===== config.mk =====
export PLATFORM = sky130hd
export DESIGN_NAME = halt_wake_top
export DESIGN_NICKNAME = d
export VERILOG_FILES = /design/src/rtl/halt_wake_pkg.sv /design/src/rtl/halt_wake_sync.sv /design/src/rtl/halt_wake_dp.sv /design/src/rtl/halt_wake_ctrl.sv /design/src/rtl/halt_wake_top.sv
export SDC_FILE = /design/constraint.sdc
export NUM_CORES = 1
export LEC_CHECK = 0
export ABC_CLOCK_PERIOD_IN_PS = 3840
export BUFFER_PORTS_ARGS = -buffer_cell sky130_fd_sc_hd__buf_2
export CORE_MARGIN = 8
export CORE_UTILIZATION = 49
export CTS_CLUSTER_DIAMETER = 50
export CTS_CLUSTER_SIZE = 30
export DETAILED_ROUTE_END_ITERATION = 8
export PLACE_DENSITY = 0.79
export SLEW_MARGIN = 20
export SYNTH_ARGS = -nofsm -noshare
export SYNTH_HDL_FRONTEND = slang
export SYNTH_SLANG_ARGS = --single-unit

===== constraint.sdc =====
create_clock -name clk -period 3.84 [get_ports clk]
set_input_delay 0.768 -clock clk [delete_from_list [all_inputs] [get_ports clk]]
set_output_delay 0.768 -clock clk [all_outputs]
set_load 0.005 [all_outputs]

===== src/rtl/halt_wake_pkg.sv =====
package halt_wake_pkg;
  localparam int MASK_W  = 4;
  localparam int KEY_BIT = 3;
  localparam int TMR_BIT = 2;
  localparam int RSV_BIT = 1;
  localparam int IRQ_BIT = 0;

  typedef struct packed {
    logic loadMask;
    logic clearMask;
  } halt_ctrl_t;
endpackage


===== src/rtl/halt_wake_sync.sv =====
module halt_wake_sync #(
  parameter int W      = 1,
  parameter int STAGES = 2
) (
  input  logic         clk,
  input  logic         rstN,
  input  logic [W-1:0] d,
  output logic [W-1:0] q
);
  logic [W-1:0] stg [STAGES];

  always_ff @(posedge clk or negedge rstN) begin
    if (!rstN) begin
      for (int i = 0; i < STAGES; i++) stg[i] <= '0;
    end else begin
      stg[0] <= d;
      for (int i = 1; i < STAGES; i++) stg[i] <= stg[i-1];
    end
  end

  assign q = stg[STAGES-1];
endmodule


===== src/rtl/halt_wake_dp.sv =====
module halt_wake_dp
  import halt_wake_pkg::*;
#(
  parameter int KEY_W       = 4,
  parameter int INT_W       = 4,
  parameter int SYNC_STAGES = 2
) (
  input  logic              clk,
  input  logic              rstN,
  input  halt_ctrl_t        ctrl,
  input  logic [MASK_W-1:0] haltMask,
  input  logic [KEY_W-1:0]  keyPort,
  input  logic              timerCarry,
  input  logic [INT_W-1:0]  intReq,
  input  logic [INT_W-1:0]  intEn,
  output logic              wakeHit,
  output logic [MASK_W-1:0] maskQ
);
  logic [KEY_W-1:0]  keySync;
  logic [INT_W-1:0]  reqSync;
  logic [MASK_W-1:0] srcVec;

  halt_wake_sync #(.W(KEY_W), .STAGES(SYNC_STAGES)) u_keySync (
    .clk(clk), .rstN(rstN), .d(keyPort), .q(keySync)
  );

  halt_wake_sync #(.W(INT_W), .STAGES(SYNC_STAGES)) u_reqSync (
    .clk(clk), .rstN(rstN), .d(intReq), .q(reqSync)
  );

  always_ff @(posedge clk or negedge rstN) begin
    if (!rstN)               maskQ <= '0;
    else if (ctrl.clearMask) maskQ <= '0;
    else if (ctrl.loadMask)  maskQ <= haltMask;
  end

  always_comb begin
    srcVec          = '0;
    srcVec[KEY_BIT] = |keySync;
    srcVec[TMR_BIT] = timerCarry;
    srcVec[RSV_BIT] = 1'b0;
    srcVec[IRQ_BIT] = |(reqSync & intEn);
    wakeHit         = |(maskQ & srcVec);
  end
endmodule


===== src/rtl/halt_wake_ctrl.sv =====
module halt_wake_ctrl
  import halt_wake_pkg::*;
(
  input  logic       clk,
  input  logic       rstN,
  input  logic       ceResetReq,
  input  logic       haltStrobe,
  input  logic       wakeHit,
  output halt_ctrl_t ctrl,
  output logic       cpuClkEn,
  output logic       resumePulse
);
  logic haltedQ;
  logic resumeQ;
  logic enterHalt;
  logic leaveHalt;

  always_comb begin
    enterHalt      = haltStrobe && !haltedQ;
    leaveHalt      = haltedQ && wakeHit;
    ctrl.loadMask  = enterHalt && !ceResetReq;
    ctrl.clearMask = leaveHalt || ceResetReq;
  end

  always_ff @(posedge clk or negedge rstN) begin
    if (!rstN) begin
      haltedQ <= 1'b0;
      resumeQ <= 1'b0;
    end else if (ceResetReq) begin
      haltedQ <= 1'b0;
      resumeQ <= 1'b0;
    end else begin
      resumeQ <= leaveHalt;
      if (enterHalt)      haltedQ <= 1'b1;
      else if (leaveHalt) haltedQ <= 1'b0;
    end
  end

  assign cpuClkEn    = !haltedQ;
  assign resumePulse = resumeQ;
endmodule


===== src/rtl/halt_wake_top.sv =====
module halt_wake_top
  import halt_wake_pkg::*;
#(
  parameter int KEY_W       = 4,
  parameter int INT_W       = 4,
  parameter int SYNC_STAGES = 2
) (
  input  logic              clk,
  input  logic              rstPowerN,
  input  logic              ceResetReq,
  input  logic              haltStrobe,
  input  logic [MASK_W-1:0] haltMask,
  input  logic [KEY_W-1:0]  keyPort,
  input  logic              timerCarry,
  input  logic [INT_W-1:0]  intReq,
  input  logic [INT_W-1:0]  intEn,
  output logic              cpuClkEn,
  output logic              resumePulse
);
  halt_ctrl_t        ctrl;
  logic              wakeHit;
  logic [MASK_W-1:0] maskQ;

  halt_wake_ctrl u_ctrl (
    .clk(clk), .rstN(rstPowerN), .ceResetReq(ceResetReq),
    .haltStrobe(haltStrobe), .wakeHit(wakeHit), .ctrl(ctrl),
    .cpuClkEn(cpuClkEn), .resumePulse(resumePulse)
  );

  halt_wake_dp #(.KEY_W(KEY_W), .INT_W(INT_W), .SYNC_STAGES(SYNC_STAGES)) u_dp (
    .clk(clk), .rstN(rstPowerN), .ctrl(ctrl), .haltMask(haltMask),
    .keyPort(keyPort), .timerCarry(timerCarry), .intReq(intReq),
    .intEn(intEn), .wakeHit(wakeHit), .maskQ(maskQ)
  );
endmodule


==> summary.md, run 1 <==
At the pin with the least slew margin, the transition time is 0.443 ns. The via density per instance was 4.90; the cell-internal power was 287 uW. The initial utilization of the core area, before any placement, comes to 51.5%. Setup repair after global routing left no endpoint under its margin.

After layout, the minimum clock period comes to 1.69 ns. For this run, the detailed router's first-pass iteration total came to 2. In this run the cell area of the synthesized design comes to 662 sq um. The worst slack at placement is 2.10 ns. The minimum setup slack among reg-to-reg paths is 2.23 ns. The cell count after synthesis is 41, and the number of design-rule violations left by the first detailed-router iteration is 3. The cell depth of the worst flop-to-flop path came out at 3.

The cell area reported after detailed placement is 786 sq um. Wire segments on met2 add up to 512 um in the final route. The clock network power share is 27.0%. The initialized floorplan defines 13 standard-cell rows.

For the number of top-level pins, the log shows 23. Relative to the synthesized area, the layout overhead comes to 22.7%. The post-CTS setup buffer count was 0; the power per unit of standard cell area was 445 nW/um^2. Number of levels the H-tree was split into: 1. Power comes to 361 uW. The logs give 0 ns for the setup TNS and 1280 sq um for the area of the core region.

The run finished with clean final reports. The worst pin sits at a relative slew slack of 70.5%. The final layout contains routed wiring with a total length of 1050 um. Number of max-slew violations in the final report: 0. For the worst setup path, the data arrival time is 0.92 ns. After detailed routing, the number of remaining DRC violations is 0.

CTS saw 21 sinks. The clock passes through at most 2 buffers. Total length of routed met3 wires: 88 um. The worst setup path is of the reg -> out kind.

Antenna diode count: 0. The path class of the tightest hold or removal check is reg -> reg. The finished cells cover 812 sq um.

In this run the horizontal extent of the chip is 52.8 um. CTS placed an instance of sky130_fd_sc_hd__clkbuf_4 at the clock tree root. The final count of negative-setup-slack endpoints is 0, and the worst hold margin is 0.357 ns.

The floorplan step defined a die boundary enclosing 2780 sq um. Hold repair after CTS inserted 0 buffers. For the share of total power in combinational logic, the log shows 7.3%. Number of cells on the worst hold path: 0. The worst-case clock skew was 0.00308 ns; the post-synthesis register bit count was 21. The logs give 0 for the number of antenna violations at the first check in global routing and 445 um for the length of routed wiring on met1.

The clock reaches the later pin of the worst-skew pair after 0.29 ns. The switching share of power came out at 20.6%. STA classifies the critical path endpoint as an output port. The tools report the maximum ir drop on the vdd rail as 269 uV. Average wire per standard cell: 12.9 um. The tools report the kind of start point of the critical path as a register.

The floorplan step set the die height to 52.8 um. For this run, the register share of the synthesized area comes to 79.4%. Final antenna-violating net count: 0. TritonCTS built the clock tree. Registers are responsible for 65.8% of the overall power.

The net count after synthesis is 62, and the final weighted congestion in routability-driven placement is 0.698. The logs give 2.15 ns for the final critical-path setup slack and 88 for the layout net count. For the worst setup path, the data required time is 3.07 ns. After detailed routing, no signal wire sits above met3. In this run the worst path has a maximum fanout of 7. The share of layout cells above drive strength 1 was 40.9%; the mean area per synthesized cell was 16.1 sq um.

The first global-routing pass estimated 1680 um of wire. The number of warnings issued by yosys came out at 0. The tools report the number of resized instances in the post-cts repair step as 0. Max-cap violations in this run came to 0. Derived from the worst setup path, the maximum achievable clock frequency is 593 MHz. In the finished design, the share of the clock period the worst path needs comes to 43.9%. The run gives 74.5 uW as the net switching power figure. The post-CTS clock slew at the launch and capture registers of the worst setup and hold paths was 0.10 ns; the unique cell type count in the Yosys netlist was 13. The number of clock buffers inserted by TritonCTS is 3, and the leakage power figure is 0.408 nW. The via count was 397; the via count of the first global-routing pass was 432. Entering global routing, the biggest net connects 22 pins. The total overflow left after global routing is 0. The count of final hold-check violations came out at 0. The number of buffers inserted by port buffering was 21; the global routing usage summed across all routing layers was 8.09%.
layer usage:
metal  track usage [%]  up-vias
met5                 0        -
met4              6.47        0
met3              2.27        0
met2              12.1       19
met1              9.37      185
li1                  -      193
synth_stat cells, drive strengths merged:
library cell   n  area (sq um)
a21oi          1          5.00
a22oi          2          15.0
a311o          1          10.0
and3           2          15.0
dfrtp         21           526
inv            2          7.51
mux2i          3          30.0
nand2          1          3.75
nor2           1          3.75
nor2b          1          6.26
nor3           4          20.0
o31a           1          8.76
or4            1          11.3
cells by family after synthesis:
kind of cell | after synthesis | share of synthesized area [%]
AND/OR/NAND/NOR | 10 | 9.07
flip-flops | 21 | 79.4
multiplexers | 3 | 4.54
AO/OA/AOI/OAI | 5 | 5.86
buffers and inverters | 2 | 1.13
power by group through the flow:
stage                     clock network [mW]  logic [mW]  registers [mW]
after floorplan                            0      0.0103           0.241
after global placement                     0      0.0256           0.241
after detailed placement                   0      0.0269           0.242
after CTS                              0.103      0.0270           0.238
after global routing                   0.112      0.0293           0.239
final                                 0.0974      0.0262           0.238
sequential cells by signal, indices dropped and copies added (netlist names):
name and count:
u_dp.u_keySync.stg 4, u_dp.maskQ 3, u_dp.u_reqSync.q 4, u_dp.u_reqSync.stg 4, u_dp.u_keySync.q 4, u_ctrl.resumePulse 1
u_ctrl.haltedQ 1
path summary, 6_finish.rpt:
kind / from / endpoint
max: u_ctrl.haltedQ / cpuClkEn
min: u_dp.u_reqSync.stg[5] / u_dp.u_reqSync.q[1]
max reg2reg: u_dp.u_keySync.q[1] / u_dp.maskQ[3]
min reg2reg: u_dp.u_reqSync.stg[5] / u_dp.u_reqSync.q[1]
max in group asynchronous: rstPowerN / u_ctrl.haltedQ
min in group asynchronous: rstPowerN / u_dp.u_keySync.stg[7]
cell type report:
| class | count | area, sq um |
|---|---|---|
| well taps | 15 | 18.8 |
| flip-flops and latches | 21 | 526 |
| fillers | 101 | 473 |
| inverters | 2 | 7.51 |
| repair buffers | 21 | 105 |
| clock buffers | 4 | 26.3 |
| multi-input cells | 18 | 129 |
stage by stage:
stage	std cells	utilization, %
floorplan	41	-
finish	81	63.2
CTS	81	63.2
detailed placement	77	61.1
global route	81	63.2
global placement	77	61.1
layout by cell type, fill, tap and decap left out:
| cell type | instances |
|---|---|
| sky130_fd_sc_hd__or4_4 | 1 |
| sky130_fd_sc_hd__and3_2 | 2 |
| sky130_fd_sc_hd__nor3_1 | 4 |
| sky130_fd_sc_hd__nor2b_1 | 1 |
| sky130_fd_sc_hd__inv_1 | 2 |
| sky130_fd_sc_hd__a21oi_1 | 1 |
| sky130_fd_sc_hd__clkbuf_1 | 1 |
| sky130_fd_sc_hd__buf_2 | 21 |
| sky130_fd_sc_hd__a22oi_1 | 2 |
| sky130_fd_sc_hd__o31a_1 | 1 |
| sky130_fd_sc_hd__nand2_1 | 1 |
| sky130_fd_sc_hd__nor2_1 | 1 |
| sky130_fd_sc_hd__mux2i_1 | 3 |
| sky130_fd_sc_hd__clkbuf_4 | 3 |
| sky130_fd_sc_hd__dfrtp_1 | 21 |
| sky130_fd_sc_hd__a311o_1 | 1 |
critical path, stage by stage, from the launching register on:
cell and delay (ns):
sky130_fd_sc_hd__dfrtp_1 0.45, sky130_fd_sc_hd__inv_1 0.06, sky130_fd_sc_hd__buf_2 0.12
(Power assumes the default switching activity.)
==> run 2: changes to the inputs <==
ABC_AREA = 1   (was default)
ABC_CLOCK_PERIOD_IN_PS = 1700   (was 3840)
CORE_UTILIZATION = 46   (was 49)
PLACE_DENSITY = 0.74   (was 0.79)
clock period = 1.7 ns   (was 3.84 ns; I/O delays follow)
==> run 2 against run 1 <==
Net effect: flip-flop and latch count unchanged; highest routed layer unchanged; total power up 130%; register-to-register slack worse by 1.6 ns; synthesized cell count is 27% higher; critical endpoint unchanged; wire length down 0.19%; clock skew grew 0.0010 ns; area after synthesis up 4.5%; non-clock buffer count rose by 1.
==> summary.md, run 2 <==
The flow ran to the end, and the final reports show no timing, DRC or antenna violations. The critical-path maximum fanout is 3. For flop-to-flop paths, the worst setup slack is 0.66 ns. The worst-case IR drop observed on VDD is 590 uV. Setup repair after global routing left no endpoint under its margin. The final critical-path setup slack is 0.470 ns, and the post-synthesis sequential area ratio is 75.9%. In this run, post-CTS repair resized a total of 0 instances. Detailed routing placed a total of 111 um of wire on met3. The area growth from synthesis to layout is 23.3%. The logs give 658 uW for the cell-internal power and 692 sq um for the cell area after synthesis.

Counting flops and latches in the post-synthesis netlist gives 21. Proportion of netlist area held by the largest area contributor: 75.9%. The die covers 3000 sq um. The placed instances occupy a cell area of 817 sq um. The quantity of hold-fixing buffers added after cts was 1; the slew at the pin closest to its max-slew limit was 0.440 ns.

Leaving out fill and tap cells, the most frequent cells in the layout are sky130_fd_sc_hd__buf_2, sky130_fd_sc_hd__dfrtp_1, sky130_fd_sc_hd__nand2_1. The kind of start point of the critical path was a register. Counting both buffers and inverters, the worst setup path holds a total of 2. In the global route stage, overall resource usage came out at 8.13%. The power per unit of standard cell area was 982 nW/um^2; the max-slew headroom at the worst pin was 70.7%. By area the synthesized netlist is led by sky130_fd_sc_hd__dfrtp_1, sky130_fd_sc_hd__mux2_4, sky130_fd_sc_hd__nand2_1. Net switching is 21.5% of the power. The total number of clock tree sinks was 21.

Dividing the detail-routed via count by the number of cells gives 4.38. Yosys mapped a number of flops with a built-in enable equal to 0. The final antenna-violating net count is 0, and the cell depth of the worst flop-to-flop path is 5. The logs give 0.89 ns for the arrival time at the worst endpoint and 1680 um for the wire length of the first global-routing pass. The run gives 22 as the largest net degree at the start of global routing. The logs give 94 for the final cell count without fillers and 440 for the via count of the first global-routing pass. In this run the worst setup path begins at u_ctrl.haltedQ. After legalization and detailed placement, the total HPWL measured 813 um. The wire length after detailed routing was 1040 um; the initial core utilization was 47.6%. Counting along the longest clock path gives a buffer depth of 2.

Start of the worst register-to-register path: u_ctrl.haltedQ. TritonCTS built the clock tree. The maximum cell stage delay along the critical path works out to 0.41 ns. The run gives 0 as the number of maximum-capacitance constraint violations. The number of nets in the synthesized netlist is 73. For the final database, setup skew stands at 0.00409 ns. The most area-hungry cell type in the Yosys netlist was sky130_fd_sc_hd__dfrtp_1. The synthesized netlist contains 10 unique library cells. Of all flip-flops after synthesis, the portion carrying an async set or reset was 100%. For the number of warnings issued by yosys, the log shows 0. In this run the power spent charging and discharging nets is 180 uW.

The run gives 0 as the count of final hold-check violations. The critical path crosses 2 cells after its start point. The mean area per synthesized cell is 13.3 sq um, and the final count of negative-setup-slack endpoints is 0. The sequential group share of total power was 63.8%; the height of the die was 54.8 um. In this run, the clock network consumes 26.9% of the power. The commonest cells after synthesis are sky130_fd_sc_hd__dfrtp_1, sky130_fd_sc_hd__nand2_1, sky130_fd_sc_hd__nor2_1. The run gives 0.664 as the final weighted congestion in routability-driven placement.

In this run the horizontal extent of the chip is 54.8 um. Grouping stages by cell kind, the critical path spends the most delay in flip-flops. The number of cells on the worst hold path came out at 1. Before antenna repair, the detailed router went through 2 iterations.

The DRC violation count after routing was 0; the average wire per standard cell was 11.1 um. Summed over all nets, wire length on met2 after detailed routing comes to 461 um. Port buffering added 21 buffers.

In this run, placement finished with an instance count of 89. The buffer cell driving the clock tree root is sky130_fd_sc_hd__clkbuf_4. The post-route netlist has 41.0% of its cells at a drive strength greater than 1.

The logs give 472 um for the length of routed wiring on met1 and 100 for the layout net count. The critical path data required time was 1.36 ns. Among all stages on the critical path, the largest delay is contributed by sky130_fd_sc_hd__dfrtp_1. Summed over all cells, the static leakage comes to 0.461 nW. The run gives 0 as the number of antenna violations at the first check in global routing. For the finished layout, the period the worst path requires is 1.23 ns. The repair_antennas step left the layout with diodes totalling 0. Number of design-rule violations left by the first detailed-router iteration: 6. OpenSTA, run right after detailed placement, puts the worst setup slack at 0.616 ns. In the final timing run, aggregate negative setup slack is 0 ns. The detailed router used layers up to and including met3. The number of top-level pins is 23. The highest attainable clock frequency came out at 813 MHz. The worst setup path is captured at an output port. The floorplan step defined a core boundary enclosing 1450 sq um.

In this run, the combinational gates consume 9.3% of the power. Summed over all layers, the global routing overflow is 0. The number of levels the H-tree was split into was 1; the number of cell rows was 14. In this run the most critical hold path is launched from intReq[0]. The min-delay analysis places its worst path in the category in -> reg. Dominant cell by count in the synthesized netlist: sky130_fd_sc_hd__dfrtp_1. Clock latency on the worst-skew pair, taken at its later pin, is 0.29 ns. The post-CTS setup buffer count was 0.

The post-CTS clock slew at the launch and capture registers of the worst setup and hold paths was 0.11 ns; the cell count after synthesis was 52. By startpoint and endpoint, the worst setup path is classified as reg -> out. The run gives 0 as the number of max-slew violations in the final report. The share of the cycle needed by the critical path after routing is 72.3%, and the number of clock buffers inserted by TritonCTS is 3.

The final design area excluding fillers came out at 853 sq um. The predominant post-synthesis flop cell was sky130_fd_sc_hd__dfrtp_1. For this block, the via count after detailed routing is 412. Walking the worst path, the cells encountered are inv_2, buf_2.
-- run 2: cell types whose count changed after synthesis, sizes merged, moves of 2 or more --
cell and change:
mux2i -3, mux2 +3, nor2 +7, inv +4, and3 -2, a22oi -2, nor3 -4, nand2 +11
-- run 2: final timing paths --
path	end
worst max-delay path	cpuClkEn
worst max register to register	u_dp.maskQ[3]
worst min-delay path	u_dp.u_reqSync.stg[4]
max in group asynchronous	u_dp.u_keySync.stg[4]
worst min register to register	u_dp.u_keySync.q[3]
min in group asynchronous	u_dp.u_reqSync.q[1]
-- run 2: routing by layer --
layer / global-route usage [%] / vias to the layer above
li1: - / 210
met1: 8.99 / 183
met2: 12.5 / 19
met3: 3.80 / 0
met4: 4.92 / 0
met5: 0 / -
-- run 2: through the flow --
step	power (mW)	hold WS, ns	util (%)
finish	0.838	0.143	58.7
floorplan	0.582	0.0444	-
detailed placement	0.623	0.306	56.2
global route	0.885	0.115	58.7
CTS	0.849	0.135	58.7
global placement	0.618	0.296	56.2
-- run 2: cell families after synthesis --
family | synth area share [%]
flip-flops | 75.9
AND/OR/NAND/NOR | 12.3
buffers and inverters | 3.25
multiplexers | 6.51
AO/OA/AOI/OAI | 1.99
-- run 2: power by group through the flow --
stage | Combinational (mW) | Clock, mW | Sequential [mW]
after floorplan | 0.0385 | 0 | 0.543
after global placement | 0.0743 | 0 | 0.544
after detailed placement | 0.0778 | 0 | 0.545
after CTS | 0.0799 | 0.234 | 0.535
after global routing | 0.0877 | 0.258 | 0.539
final | 0.0778 | 0.225 | 0.535
-- run 2: final cells by class --
type,count,area [sq um]
Tap cell,16,20.0
Multi-Input combinational cell,25,144
Clock buffer,4,26.3
Timing Repair Buffer,22,115
Fill cell,128,601
Sequential cell,21,526
Inverter,6,22.5
